[src/rtl/ogate_pkg.sv]
package ogate_pkg;
  typedef enum logic [1:0] {ST_IDLE, ST_WAIT, ST_FIRE} shot_st_e;
  localparam int unsigned ARM_BIT   = 6;
  localparam int unsigned SHOOT_BIT = 7;
endpackage

[src/rtl/ogate_regs.sv]
module ogate_regs #(
  parameter int unsigned DATA_W = 8
) (
  input  logic              clk_i,
  input  logic              rst_ni,
  input  logic              wr_i,
  input  logic [DATA_W-1:0] wr_data_i,
  output logic [DATA_W-1:0] rd_data_o,
  output logic              arm_o,
  output logic              shot_req_o,
  output logic              disarm_o
);
  import ogate_pkg::*;

  logic [DATA_W-1:0] ctrl_q;

  always_ff @(posedge clk_i or negedge rst_ni) begin
    if (!rst_ni) ctrl_q <= '0;
    else if (wr_i) ctrl_q <= wr_data_i;
  end

  assign rd_data_o = ctrl_q;
  assign arm_o     = ctrl_q[ARM_BIT];
  // edge judged against stored bit, only on a completed write, new arm must be set
  assign shot_req_o = wr_i & wr_data_i[SHOOT_BIT] & ~ctrl_q[SHOOT_BIT] & wr_data_i[ARM_BIT];
  assign disarm_o   = wr_i & ~wr_data_i[ARM_BIT];

  AST_READBACK: assert property (@(posedge clk_i) disable iff (!rst_ni)
    wr_i |=> rd_data_o == $past(wr_data_i));
  AST_HOLD_NO_WR: assert property (@(posedge clk_i) disable iff (!rst_ni)
    !wr_i |=> $stable(rd_data_o));
endmodule

[src/rtl/ogate_sync.sv]
module ogate_sync #(
  parameter int unsigned STAGES = 2
) (
  input  logic clk_i,
  input  logic rst_ni,
  input  logic src_i,
  output logic lvl_o,
  output logic rise_o
);
  logic [STAGES-1:0] chain_q;
  logic              lvl_d_q;

  generate
    for (genvar k = 0; k < STAGES; k++) begin : g_stage
      if (k == 0) begin : g_first
        always_ff @(posedge clk_i or negedge rst_ni) begin
          if (!rst_ni) chain_q[0] <= 1'b0;
          else chain_q[0] <= src_i;
        end
      end else begin : g_next
        always_ff @(posedge clk_i or negedge rst_ni) begin
          if (!rst_ni) chain_q[k] <= 1'b0;
          else chain_q[k] <= chain_q[k-1];
        end
      end
    end
  endgenerate

  always_ff @(posedge clk_i or negedge rst_ni) begin
    if (!rst_ni) lvl_d_q <= 1'b0;
    else lvl_d_q <= chain_q[STAGES-1];
  end

  assign lvl_o  = chain_q[STAGES-1];
  assign rise_o = chain_q[STAGES-1] & ~lvl_d_q;

  AST_RISE_SINGLE: assert property (@(posedge clk_i) disable iff (!rst_ni)
    rise_o |=> !rise_o);
endmodule

[src/rtl/ogate_fsm.sv]
module ogate_fsm
  import ogate_pkg::*;
(
  input  logic      clk_i,
  input  logic      rst_ni,
  input  logic      req_i,
  input  logic      abort_i,
  input  logic      arm_i,
  input  logic      lvl_i,
  input  logic      rise_i,
  output logic      fire_o,
  output shot_st_e  st_o
);
  shot_st_e st_q, st_d;

  always_comb begin
    st_d = st_q;
    unique case (st_q)
      ST_IDLE: if (req_i) st_d = ST_WAIT;
      ST_WAIT: if (rise_i) st_d = ST_FIRE;
      ST_FIRE: if (!lvl_i) st_d = ST_IDLE;
      default: st_d = ST_IDLE;
    endcase
    if (abort_i) st_d = ST_IDLE;
  end

  always_ff @(posedge clk_i or negedge rst_ni) begin
    if (!rst_ni) st_q <= ST_IDLE;
    else st_q <= st_d;
  end

  // high for the whole source high phase that follows the request
  assign fire_o = ((st_q == ST_WAIT) & rise_i) | ((st_q == ST_FIRE) & lvl_i);
  assign st_o   = st_q;

  AST_FIRE_ENTRY: assert property (@(posedge clk_i) disable iff (!rst_ni)
    (st_q == ST_FIRE && $past(st_q) != ST_FIRE) |-> $past(st_q) == ST_WAIT);
  AST_BUSY_DROP: assert property (@(posedge clk_i) disable iff (!rst_ni)
    (st_q == ST_FIRE && lvl_i && req_i) |=> st_q == ST_FIRE);
  AST_ACTIVE_ARMED: assert property (@(posedge clk_i) disable iff (!rst_ni)
    (st_q != ST_IDLE) |-> arm_i);
endmodule

[src/rtl/oneshot_clk_gate.sv]
module oneshot_clk_gate #(
  parameter int unsigned NUM_PAIRS   = 2,
  parameter int unsigned SYNC_STAGES = 2,
  parameter int unsigned DATA_W      = 8
) (
  input  logic                 clk_i,
  input  logic                 rst_ni,
  input  logic                 src_clk_i,
  input  logic                 wr_i,
  input  logic [DATA_W-1:0]    wr_data_i,
  output logic [DATA_W-1:0]    rd_data_o,
  input  logic [NUM_PAIRS-1:0] pair_en_i,
  output logic [NUM_PAIRS-1:0] clk_p_o,
  output logic [NUM_PAIRS-1:0] clk_n_o
);
  import ogate_pkg::*;

  logic      arm, shot_req, disarm, lvl, rise, fire, gated;
  shot_st_e  st;

  ogate_regs #(.DATA_W(DATA_W)) u_regs (
    .clk_i, .rst_ni, .wr_i, .wr_data_i, .rd_data_o,
    .arm_o(arm), .shot_req_o(shot_req), .disarm_o(disarm)
  );

  ogate_sync #(.STAGES(SYNC_STAGES)) u_sync (
    .clk_i, .rst_ni, .src_i(src_clk_i), .lvl_o(lvl), .rise_o(rise)
  );

  ogate_fsm u_fsm (
    .clk_i, .rst_ni, .req_i(shot_req), .abort_i(disarm), .arm_i(arm),
    .lvl_i(lvl), .rise_i(rise), .fire_o(fire), .st_o(st)
  );

  assign gated = arm ? fire : lvl;

  generate
    for (genvar i = 0; i < NUM_PAIRS; i++) begin : g_pair
      logic out_q;
      always_ff @(posedge clk_i or negedge rst_ni) begin
        if (!rst_ni) out_q <= 1'b0;
        else out_q <= gated & pair_en_i[i];
      end
      assign clk_p_o[i] = out_q;
      assign clk_n_o[i] = ~out_q;

      AST_PAIR_OFF: assert property (@(posedge clk_i) disable iff (!rst_ni)
        !pair_en_i[i] |=> !clk_p_o[i]);
      AST_ARMED_QUIET: assert property (@(posedge clk_i) disable iff (!rst_ni)
        (arm && st == ST_IDLE) |=> !clk_p_o[i]);
      AST_COMPL: assert property (@(posedge clk_i) disable iff (!rst_ni)
        clk_n_o[i] == !clk_p_o[i]);
    end
  endgenerate
endmodule

[config.mk]
export PLATFORM = sky130hd
export DESIGN_NAME = oneshot_clk_gate
export DESIGN_NICKNAME = d
export VERILOG_FILES = /design/src/rtl/ogate_pkg.sv /design/src/rtl/ogate_regs.sv /design/src/rtl/ogate_sync.sv /design/src/rtl/ogate_fsm.sv /design/src/rtl/oneshot_clk_gate.sv
export SDC_FILE = /design/constraint.sdc
export NUM_CORES = 1
export LEC_CHECK = 0
export BUFFER_PORTS_ARGS = -buffer_cell sky130_fd_sc_hd__buf_2
export CORE_MARGIN = 5
export CORE_UTILIZATION = 40
export DETAILED_ROUTE_END_ITERATION = 8
export MAX_ROUTING_LAYER = met4
export PLACE_DENSITY = 0.68
export SYNTH_ARGS = -nofsm -noshare
export SYNTH_HDL_FRONTEND = slang
export SYNTH_HIERARCHICAL = 1
export SYNTH_SLANG_ARGS = --single-unit
[constraint.sdc]
create_clock -name clk_i -period 1 [get_ports clk_i]
set_input_delay 0 -clock clk_i [delete_from_list [all_inputs] [get_ports clk_i]]
set_output_delay 0 -clock clk_i [all_outputs]
set_load 0.01 [all_outputs]
* Word level (Yosys, flattened, before mapping)
Cells that the tools add are included.
Operators by class: add/subtract/negate cells 0, multipliers 0, div/mod/pow operators 0, order comparisons 0, eq/ne operators 5, shift-type cells 0, multiplexer cells 6, bitwise gates (word level) 15, reductions and logical operators 2
Operators by type and width (number):
- bitwise AND 1 bit | 9
- 2-to-1 mux 2 bit | 4
- inequality test 3 bit (second input constant) | 2
- one-hot mux 2 bit (3 select lines) | 1
- NOT 1 bit | 5
- inequality test 3 x 2 -> 1 bit (second input constant) | 1
- AND reduction 3 bit | 1
- equality test 2 x 1 -> 1 bit (second input constant) | 1
- equality test 2 bit (second input constant) | 1
- zero test 2 bit | 1
- 2-to-1 mux 1 bit | 1
- bitwise OR 1 bit | 1
Word-level totals: bits in registers 15, bits in latches 0, RAM bits 0, ROM bits 0, input bits 14, word-level logic and storage cells 35, memories kept 0

* Longest topological paths before layout
word-level depth 6, gate-level depth with buffers 5, mapped depth without buffers 5

* Modules after synthesis
The synthesis kept the hierarchy.
Modules (own cells, without submodules):
- ogate_regs | instances 1, cells each 20, area an instance 355.3 µm²
- ogate_fsm | instances 1, cells each 9, area an instance 106.4 µm²
- oneshot_clk_gate | instances 1, cells each 9, area an instance 95.1 µm²
- ogate_sync | instances 1, cells each 4, area an instance 88.8 µm²

* Least setup slack after synthesis
No wires, ideal clock.
path type register to register, start register u_regs.ctrl_q[7] (netlist: u_regs/rd_data_o[7]), end register u_fsm.st_q[0] (netlist: u_fsm/st_o[0]), data arrival time 938 ps, data required time 913 ps, path slack -25 ps, cell stages (with the launch flop) 4, cells stage by stage dfrtp_1 -> and4b_1 -> nand2b_4 -> a211oi_2
On the way: word-level cells in the longest chain between the ends 5
RTL lines:
- from (decl) | RTL line ogate_regs.sv:15 | logic [DATA_W-1:0] ctrl_q;
- from (signal assigned) | RTL line ogate_regs.sv:19 | else if (wr_i) ctrl_q <= wr_data_i;
- NOT 1 bit | RTL line ogate_regs.sv:25 | assign shot_req_o = wr_i & wr_data_i[SHOOT_BIT] & ~ctrl_q[SHOOT_BIT] & wr_data_i[ARM_BIT];
- bitwise AND 1 bit (2 in series) | RTL line ogate_regs.sv:25
- net shot_req | RTL line oneshot_clk_gate.sv:18 | logic arm, shot_req, disarm, lvl, rise, fire, gated;
- inequality test 3 bit (no line)
- AND reduction 3 bit (no line)
- to (signal assigned) | RTL line ogate_fsm.sv:29 | else st_q <= st_d;
- to (decl) | RTL line ogate_fsm.sv:14 | shot_st_e st_q, st_d;
The timed path passes the listed nets, and every way through them passes these cells. A chain may end at the register's enable or synchronous reset.

* Worst setup path in the final report
start register u_sync.chain_q[1] (netlist: u_sync/lvl_o), end register g_pair[0].out_q
On the way: word-level cells in the longest chain between the ends 5, elaborated cells between the ends (all ways) 6
RTL lines:
- from (decl) | RTL line ogate_sync.sv:10 | logic [STAGES-1:0] chain_q;
- from (signal, indexed assignment) | RTL line ogate_sync.sv:23 | else chain_q[k] <= chain_q[k-1];
- bitwise AND 1 bit | RTL line ogate_sync.sv:35 | assign rise_o = chain_q[STAGES-1] & ~lvl_d_q;
- net rise | RTL line oneshot_clk_gate.sv:18
- bitwise AND 1 bit | RTL line ogate_fsm.sv:33 | assign fire_o = ((st_q == ST_WAIT) & rise_i) | ((st_q == ST_FIRE) & lvl_i);
- bitwise OR 1 bit | RTL line ogate_fsm.sv:33
- net fire | RTL line oneshot_clk_gate.sv:18
- 2-to-1 mux 1 bit | RTL line oneshot_clk_gate.sv:35 | assign gated = arm ? fire : lvl;
- bitwise AND 1 bit | RTL line oneshot_clk_gate.sv:42 | else out_q <= gated & pair_en_i[i];
- to (signal assigned) | RTL line oneshot_clk_gate.sv:42
- to (decl) | RTL line oneshot_clk_gate.sv:39 | logic out_q;
The timed path passes the listed nets, and every way through them passes these cells.

==> results.json <==
{
  "critical_path.startpoint": "u_sync/lvl_o",
  "grt.total_usage_pct": 10.66,
  "rsz_0062_raised_after_global_routing": "true",
  "synth-seq-area-share_pct": 58.14,
  "hpwl_um": 891.1,
  "postSynthRegisterBits": 15,
  "max_freq_mhz": 964.1,
  "post-route-util_pct": 61.49,
  "final_design_instance_area_without_fill_um2": 937.1,
  "synthesis.instances": 42,
  "endpoints_failing_setup": 3,
  "cp_top_family": "flip-flops",
  "die_h_um": 50.18,
  "first_global_vias": 484,
  "wl_mm": 1.218,
  "share_of_layout_cells_above_drive_strength_1_pct": 53.01,
  "crit_fanout": 3,
  "grt-ovfl-total": 0,
  "clock_sinks": 15,
  "timing.final.crit_period_ps": 1037,
  "grt_start_max_net_pins": 16,
  "nNetsFinal": 98,
  "predominant_post_synthesis_flop_cell": "sky130_fd_sc_hd__dfrtp_1",
  "grt_pass1_wl_mm": 2.076,
  "power_switching_share_pct": 23.60,
  "netlist_top_cells_count": "sky130_fd_sc_hd__dfrtp_1 (15), sky130_fd_sc_hd__mux2_4 (8), sky130_fd_sc_hd__buf_4 (3), sky130_fd_sc_hd__nor2b_1 (3)",
  "source_to_sink_clock_delay_at_the_later_pin_of_the_worst_skew_pair_ps": 270,
  "detailedRoute.firstPassIterationCount": 4,
  "cell_row_count": 14,
  "report.final.hold_viol_count": 0,
  "ff2ff_path_depth": 5,
  "gp_congestion": 0.6365,
  "worst_flop_to_flop_path_startpoint": "u_sync/lvl_o",
  "synth-edff-count": 0,
  "antenna_found_initial": 0,
  "power_density_mw_per_mm2": 1342,
  "synth_fp_nets": 56,
  "timing_worst_slew_pin_value_ps": 332.3,
  "placed_area_um2": 779.5,
  "endpoint": "g_pair[0].out_q",
  "power.share.clock_pct": 26.1,
  "io_pins": 26,
  "report.power.total_mw": 1.258,
  "area.sequential_um2": 375.4,
  "slew-limit-headroom_pct": 77.84,
  "core_area_mm2": 0.001524,
  "asyncSetResetFlopFracSynth_pct": 100.0,
  "timing.setup.critical_path_class": "reg2reg",
  "synthDistinctLibCells": 15,
  "fin_hold_ws_ps": 51.20,
  "maxCapViolations": 0,
  "worstHoldPathType": "in2reg",
  "wire_per_inst_um": 12.30,
  "drt_first_iter_violations": 6,
  "timing.critical_path.to_type": "flip-flop",
  "clock_skew_ps": 4.293,
  "critical_path.reg2reg.endpoint": "g_pair[0].out_q",
  "antenna_cells_inserted": 0,
  "yosys.area.top_type_share_pct": 58.14,
  "synth_area_um2": 645.6,
  "route.vias.total": 449,
  "final.setup.worst_slack_ps": -37.25,
  "clock_path_buffers": 2,
  "floorplan.die_area_mm2": 0.002518,
  "final_slew_violations": 0,
  "yosysWarningCount": 6,
  "htree_levels": 1,
  "critPathLaunchType": "flip-flop",
  "sequentialPowerShare_pct": 54.4,
  "critical_path_max_stage_delay_ps": 410,
  "power.internal_mw": 0.9609,
  "power.ir.vdd_worst_mv": 0.7642,
  "yosys_top_cell_by_area": "sky130_fd_sc_hd__dfrtp_1",
  "die_w_um": 50.18,
  "start_util_pct": 42.36,
  "outcome": "complete, but fails checks",
  "cts_made_buffers": 3,
  "clock_tree.root_cell": "sky130_fd_sc_hd__clkbuf_4",
  "fin_crit_sh_pct": 103.7,
  "worst_ep_required_time_ps": 1160,
  "crit_cells": 5,
  "library_cell_with_the_highest_instance_count_after_synthesis": "sky130_fd_sc_hd__dfrtp_1",
  "postSynthAreaPerCell_um2": 15.37,
  "area_growth_pct": 45.16,
  "routed_via_density": 4.535,
  "crit_path_cell_trace": "nor2b_4 -> nand3b_1 -> nand2_1 -> mux2i_1 -> nor2b_1",
  "switching_power_mw": 0.2968,
  "worst-path-buf-inv": 0,
  "io_buffers": 25,
  "fin_cells": 99,
  "rrSetupSlack_ps": -40,
  "total_area_of_multi_input_combinational_cells_um2": 232.7,
  "power.static_leakage_nw": 0.4770,
  "drc": 0,
  "cpMaxStageDelayCell": "sky130_fd_sc_hd__dfrtp_1",
  "ranking_of_synthesized_cells_by_area": "sky130_fd_sc_hd__dfrtp_1 (58%), sky130_fd_sc_hd__mux2_4 (19%), sky130_fd_sc_hd__buf_4 (3.5%), sky130_fd_sc_hd__nor2b_1 (2.9%), sky130_fd_sc_hd__nand3b_1 (2.3%)",
  "filler_cell_count": 115,
  "cts_tree": "built",
  "ant_nets": 0,
  "timing.critical_path.arrival_ps": 1200,
  "path_clk_slew_ps": 90,
  "violations_in_the_final_reports": "negative setup slack",
  "placedCellCount": 82,
  "combPwrFrac_pct": 19.5
}
==> routing by layer <==
metal	up-vias	track usage [%]	routed length, um
li1	222	-	-
met1	210	13.94	531
met2	17	17.15	593
met3	0	1.775	92
met4	0	2.620	0
met5	-	-	0
==> cells by family (layout without fill, tap and decap cells) <==
| logic type | count (synthesis) | count (layout) | share of synthesized area, % |
|---|---|---|---|
| flip-flops | 15 | 15 | 58.14 |
| AND/OR/NAND/NOR | 10 | 10 | 12.60 |
| multiplexers | 9 | 9 | 20.16 |
| buffers and inverters | 6 | 47 | 6.395 |
| AO/OA/AOI/OAI | 2 | 2 | 2.712 |
==> stage by stage <==
step           TNS (ps)  setup WS, ps
2_1_floorplan         0         11.13
3_3_place_gp          0         13.38
3_5_place_dp     -68.09        -34.91
4_1_cts          -100.6        -41.02
5_1_grt          -331.1        -128.4
6_report         -85.24        -37.25
==> state kept, by name (all words and copies together) (netlist names) <==
name              cells
u_sync/chain_q        1
g_pair.out_q          2
u_sync/lvl_o          1
u_fsm/st_o            2
u_sync/lvl_d_q        1
u_regs/rd_data_o      8
==> worst min path at each step <==
stage | from | to | slack, ps | depth (start not counted)
detailed placement | rst_ni | u_regs/rd_data_o[7] | -80 | 1
floorplan | rst_ni | g_pair[0].out_q | -300 | 0
finish | wr_i | u_regs/rd_data_o[7] | 50 | 2
global placement | rst_ni | u_fsm/st_o[1] | -80 | 1
global route | wr_i | u_regs/rd_data_o[7] | 40 | 2
CTS | wr_i | u_regs/rd_data_o[7] | 40 | 2
==> layout make-up <==
class	count	area share, %
inverter	2	0.8011
sequential	15	40.05
tap	16	2.136
timing repair buffer	41	29.37
multi-input combinational	21	24.83
clock buffer	4	2.804
==> cells in the final DEF (no fill, tap or decap) <==
master / netlist / routed
sky130_fd_sc_hd__nand3b_1: 2 / 2
sky130_fd_sc_hd__mux2_4: 8 / 8
sky130_fd_sc_hd__nor2b_1: 3 / 3
sky130_fd_sc_hd__clkbuf_1: 0 / 1
sky130_fd_sc_hd__buf_4: 3 / 4
sky130_fd_sc_hd__buf_2: 0 / 25
sky130_fd_sc_hd__a21oi_2: 0 / 1
sky130_fd_sc_hd__nand2b_4: 1 / 1
sky130_fd_sc_hd__dfrtp_1: 15 / 15
sky130_fd_sc_hd__dlygate4sd3_1: 0 / 12
sky130_fd_sc_hd__inv_1: 2 / 2
sky130_fd_sc_hd__nand2_1: 1 / 1
sky130_fd_sc_hd__a211oi_2: 1 / 1
sky130_fd_sc_hd__clkbuf_4: 0 / 3
sky130_fd_sc_hd__and4b_1: 1 / 1
sky130_fd_sc_hd__mux2i_1: 1 / 1
sky130_fd_sc_hd__nor2b_4: 1 / 1
sky130_fd_sc_hd__nand2b_1: 1 / 1
==> worst register-to-register path, delay by kind of cell (launching register included) <==
family           cells  cell delay, ps
DFF                  1             410
muxes                1             180
and+or+nand+nor      4             340
==> power by group through the flow <==
stage               combinational [mW]  clock, mW  sequential [mW]
floorplan                        0.114          0            0.706
global placement                 0.206          0            0.694
detailed placement               0.211          0            0.695
CTS                              0.247      0.341            0.685
global route                     0.267      0.380            0.691
finish                           0.245      0.328            0.684
==> what timing repair did <==
action                                  4_1_cts  5_1_grt
pin swaps                                     1        1
hold buffers                                 12        0
endpoints found under the setup margin        3        4
endpoints found under the hold margin        26        0
buffers inserted                              1        0
resized for setup                             0        1
Power figures use the tool's default switching activity.
